### src/rtl/round4_unit.sv
module round4_unit #(
  parameter int IN_W    = 12,
  parameter int KEEP_W  = 8,
  parameter bit REG_OUT = 1'b1
) (
  input  logic              clk,
  input  logic              rst_n,
  input  logic              sign_in,
  input  logic [IN_W-1:0]   sig_in,
  input  logic [1:0]        mode,
  output logic [KEEP_W-1:0] sig_out,
  output logic              carry_out,
  output logic              inexact
);
  localparam int DROP_W = IN_W - KEEP_W;
  localparam logic [KEEP_W-1:0] MSB_ONLY = {1'b1, {(KEEP_W-1){1'b0}}};

  logic [KEEP_W-1:0] kept;
  logic              guard, sticky, bump;
  logic [KEEP_W:0]   sum;
  logic [KEEP_W-1:0] res_c;
  logic              inex_c;

  assign kept   = sig_in[IN_W-1:DROP_W];
  assign guard  = sig_in[DROP_W-1];
  assign sticky = |sig_in[DROP_W-2:0];
  assign inex_c = guard | sticky;

  always_comb begin
    case (mode)
      2'b00:   bump = guard & (sticky | kept[0]);
      2'b01:   bump = sign_in & inex_c;
      2'b10:   bump = ~sign_in & inex_c;
      default: bump = 1'b0;
    endcase
  end

  assign sum   = {1'b0, kept} + {{KEEP_W{1'b0}}, bump};
  assign res_c = sum[KEEP_W] ? MSB_ONLY : sum[KEEP_W-1:0];

  generate
    if (REG_OUT) begin : g_reg
      always_ff @(posedge clk or negedge rst_n) begin
        if (!rst_n) begin
          sig_out   <= '0;
          carry_out <= 1'b0;
          inexact   <= 1'b0;
        end else begin
          sig_out   <= res_c;
          carry_out <= sum[KEEP_W];
          inexact   <= inex_c;
        end
      end
    end else begin : g_comb
      assign sig_out   = res_c;
      assign carry_out = sum[KEEP_W];
      assign inexact   = inex_c;
    end
  endgenerate
endmodule

### config.mk
export PLATFORM = sky130hd
export DESIGN_NAME = round4_unit
export DESIGN_NICKNAME = d
export VERILOG_FILES = /design/src/rtl/round4_unit.sv
export SDC_FILE = /design/constraint.sdc
export NUM_CORES = 1
export LEC_CHECK = 0
export BUFFER_PORTS_ARGS = -buffer_cell sky130_fd_sc_hd__buf_2
export CORE_AREA = 2 2 39 41
export DETAILED_ROUTE_END_ITERATION = 7
export DIE_AREA = 0 0 41 43
export HOLD_SLACK_MARGIN = 0.12
export PLACE_DENSITY = 0.7
export SYNTH_ARGS = -nofsm -noshare
export SYNTH_HDL_FRONTEND = slang
export SYNTH_SLANG_ARGS = --single-unit
### constraint.sdc
create_clock -name clk -period 1.05 [get_ports clk]
set_clock_uncertainty 0.05 [all_clocks]
set_input_delay 0.105 -clock clk [delete_from_list [all_inputs] [get_ports clk]]
set_output_delay 0.105 -clock clk [all_outputs]
set_load 0.005 [all_outputs]
# Yosys cells after proc, flatten, opt, wreduce, memory -nomap -nowiden
# Index checks and enable logic that the tools add are counted.
# word_totals
out_inout_bits	10
reg_bits	10
elab_cells	16
# op_classes
mux	2
add_sub_neg	1
eq_ne	2
n_bitwise	6
reduce_logical	2
# op_table
op	count
$add A8 B1 Y9	1
$mux W8	1
$and A1 B1 Y1	3
$pmux W1 S3	1
$reduce_or A3 Y1	1
$eq A2 B1 Y1 const B	1
$eq A2 B2 Y1 const B	1
$logic_not A2 Y1	1
$or A1 B1 Y1	2
$not A1 Y1	1

# Depth between registers and ports, before layout
# logic_depth
depth_word	6
ltp_mapped	9

# Worst setup path before layout
# OpenSTA, ideal clock, no wires.
# synth_path
path_kind	input to register
startpoint	input sig_in[4]
endpoint	register sig_out[5]
cell_stages	7
setup_time_ns	0.126
slack_ns	-0.461
path_buffers	0
arrival_ns	1.335
required_ns	0.874
cell_sequence	or4_1 nand4b_1 a21boi_1 ha_1 nand4_1 nor2_1 xor2_1
# synth_between
elab_chain_len	5
# synth_rtl
item	line	text
start, declared	9	input logic [IN_W-1:0] sig_in,
$or A1 B1 Y1	31	2'b00: bump = guard & (sticky | kept[0]);
$and A1 B1 Y1	31	
$pmux W1 S3	30	case (mode)
$add A8 B1 Y9 *	38	assign sum = {1'b0, kept} + {{KEEP_W{1'b0}}, bump};
$mux W8 *	39	assign res_c = sum[KEEP_W] ? MSB_ONLY : sum[KEEP_W-1:0];
named net res_c[5]	21	logic [KEEP_W-1:0] res_c;
end signal, assigned	49	sig_out <= res_c;
end, declared	11	output logic [KEEP_W-1:0] sig_out,
# The timed path passes the listed nets; every way through them passes the cells marked *.

# Worst setup path in the final report
# layout_path
startpoint	input mode[1]
endpoint	register sig_out[5]
# layout_between
elab_chain_len	4
# layout_rtl
item	line	text
start, declared	10	input logic [1:0] mode,
$eq A2 B2 Y1, or another cell as far along	30	
$pmux W1 S3 *	30	
$add A8 B1 Y9 *	38	
$mux W8 *	39	
named net res_c[5]	21	
# Marks and branches as above.

==> summary.md <==
| Metric | Value |
|---|---|
| TritonCTS buffer count | 3 |
| TritonCTS clock tree | done |
| LEAKAGE | 0.000405 µW |
| Vias/cell | 4.76 |
| CP Max Fanout | 5 |
| Startpoint Class | input pin |
| Initial Util | 0.371 |
| Share of the synthesized area in the top cell type | 0.488 |
| Cell Area, Synth | 513 µm² |
| Sequential area share after synthesis | 0.488 |
| Share of cells above drive strength 1 | 0.489 |
| Residual DRC | 0 |
| Pre-CTS setup slack | -605 ps |
| Top Layer Used | met3 |
| Final setup margin | -375 ps |
| Ant. Diodes | 0 |
| Violated checks | negative setup slack |
| VDD IR-drop max | 0.391 mV |
| GR Overflow Total | 0 |
| M1 WL | 411 µm |
| Vias | 495 |
| Routed Antenna Nets | 0 |
| Pwr dens | 986 nW/µm² |
| Critical path cell sequence | buf_4 > ha_4 > xor2_1 > nand3b_1 > a21boi_2 > ha_2 > nand4_1 > nor2_2 > xor2_1 |
| Largest cells by area after synthesis | dfrtp_1 49%, ha_1 12%, xor2_1 5.1%, nand4_1 3.7%, xnor2_1 3.4% |
| Clk buf depth | 2 |
| Crit path DAT | 1540 ps |
| Worst EP required | 1160 ps |
| RSZ-0062 raised after global routing | yes |
| PnR Total Power | 853 µW |
| Nets@finish | 112 |
| Synthesized flop and latch total | 10 |
| Synth warn | 0 |
| Number of DRC markers in iteration 0 | 1 |
| Critical path's slowest cell | ha_2 |
| Relative slew margins | 0.840 |
| Root buffer cell | clkbuf_4 |
| Max Cap Viol | 0 |
| Vias in the first global route | 463 |
| Most frequent CP cell | xor2_1 |
| H-tree depth | 1 |
| Slew @ Worst Pin | 239 ps |
| Worst hold path class | in -> reg |
| Synth area leader | dfrtp_1 |
| Clock Pin Slew Worst Setup and Hold Paths | 50 ps |
| First-pass GRT wire length | 1780 µm |
| Syn Area/Cell | 10.9 µm² |
| Final Hold Viols | 0 |
| Port Buffers | 26 |
| Fin Hold WS | 40.0 ps |
| Setup tns final | -2640 ps |
| WL per Instance | 11.1 µm |
| DP HPWL | 789 µm |
| CP endpoint kind | register |
| Slew Limit Fails | 0 |
| Largest net degree at the start of global routing | 11 |
| Core Area | 1380 µm² |
| Yosys cell types | 20 |
| Aggregate routed wire length | 1160 µm |
| Die width | 41 µm |
| Routability Congestion | 0.823 |
| Post-Synthesis Cells | 47 |
| Total die area | 1760 µm² |
| Final setup viols | 9 |
| Critical path's largest stage delay | 250 ps |
| P&R area growth vs syn | 68.5% |
| Final core occ | 0.625 |
| Clk sinks | 10 |
| I/O Pins | 27 |
| Metal3 WL | 53 µm |
| Initial antenna violation count | 0 |
| Status | finished, violations left |
| Syn_nets | 69 |
| Drt first pass iters | 3 |
| Period utilization | 1.36 |
| Placement row count | 14 |
| CP Class | in -> reg |
| GR Util All Layers | 0.157 |
| Die H | 43 µm |
| Post-route minimum period | 1430 ps |
| Met2 wire len | 690 µm |
| Max Freq | 702 MHz |
==> cell usage in the layout, fill, tap and decap left out <==
cell type and count:
dfrtp_1 10, xor2_1 3, nand4_1 3, o21bai_1 1
buf_8 1, buf_4 4, ha_2 2, nand2_1 2
xnor2_2 1, nor2_2 2, buf_2 23, buf_6 1
nand4b_1 1, nand3_2 1, ha_4 1, inv_6 1
xnor2_1 1, nor3_1 1, o21ai_1 2, clkbuf_4 3
nand3b_1 1, nand3_1 1, nor2b_1 1, nor2_1 1
a21boi_2 1, o211ai_1 2, ha_1 2, or4_4 2
dlygate4sd3_1 9, inv_1 3, a21boi_1 1
==> state kept, by name, summed over array words and instances, names as in the netlist <==
register / count
carry_out: 1
inexact: 1
sig_out: 8
==> cell usage after synthesis, drive strengths merged <==
cell type / count
dfrtp: 10
ha: 5
inv: 4
nand4: 3
nor2: 3
xor2: 3
a21boi: 2
nand2: 2
nand3: 2
o211ai: 2
o21ai: 2
or4: 2
xnor2: 2
nand3b: 1
nand4b: 1
nor2b: 1
nor3: 1
o21bai: 1
==> power by group <==
part | internal, µW | total [µW] | switching (µW)
Combinational | 113 | 202 | 89.6
Sequential | 411 | 416 | 4.88
Clock | 131 | 235 | 104
Total | 654 | 853 | 198
==> path summary, 6_finish.rpt <==
kind	startpoint	endpoint	depth (start not counted)
max	mode[1]	sig_out[5]	9
min	sig_in[2]	inexact	2
max in group asynchronous	rst_n	sig_out[4]	2
min in group asynchronous	rst_n	inexact	2
==> cells by family after synthesis <==
logic type	share of synthesized area
flip-flops	0.488
AND/OR/NAND/NOR	0.183
buffers and inverters	0.0293
XOR/XNOR	0.0854
adder cells (fa/ha/maj)	0.122
AO/OA/AOI/OAI	0.0927
==> through the flow <==
step	cell area, µm²	std cells
floorplan	539	47
global placement	712	92
detailed placement	712	92
CTS	832	103
global route	865	104
finish	865	104
==> critical path, delay by kind of cell <==
kind | cells | cell delay (ps)
adders and majority gates | 2 | 400
xor gates and xnor gates | 2 | 320
buffers and inverters | 1 | 130
and+or+nand+nor | 3 | 400
AOI/OAI and AO/OA | 1 | 180
==> per-layer routing <==
metal	track usage	vias up
li1	-	251
met1	0.162	231
met2	0.266	13
met3	0	0
met4	0.140	0
met5	0	-
==> final cells by class <==
| class | count | area (µm²) |
|---|---|---|
| sequential | 10 | 250 |
| multi-input combinational | 33 | 290 |
| inverter | 4 | 20.0 |
| clock buffer | 3 | 22.5 |
| tap | 16 | 20.0 |
| timing repair buffer | 38 | 262 |
| fill | 119 | 519 |
==> timing repair <==
action,in CTS,in global routing
pin swaps,3,2
endpoints found under the setup margin,9,9
resized for setup,5,6
hold buffers,8,1
buffers inserted,0,0
endpoints found under the hold margin,19,2
No activity file was read; power rests on OpenSTA's default activity.
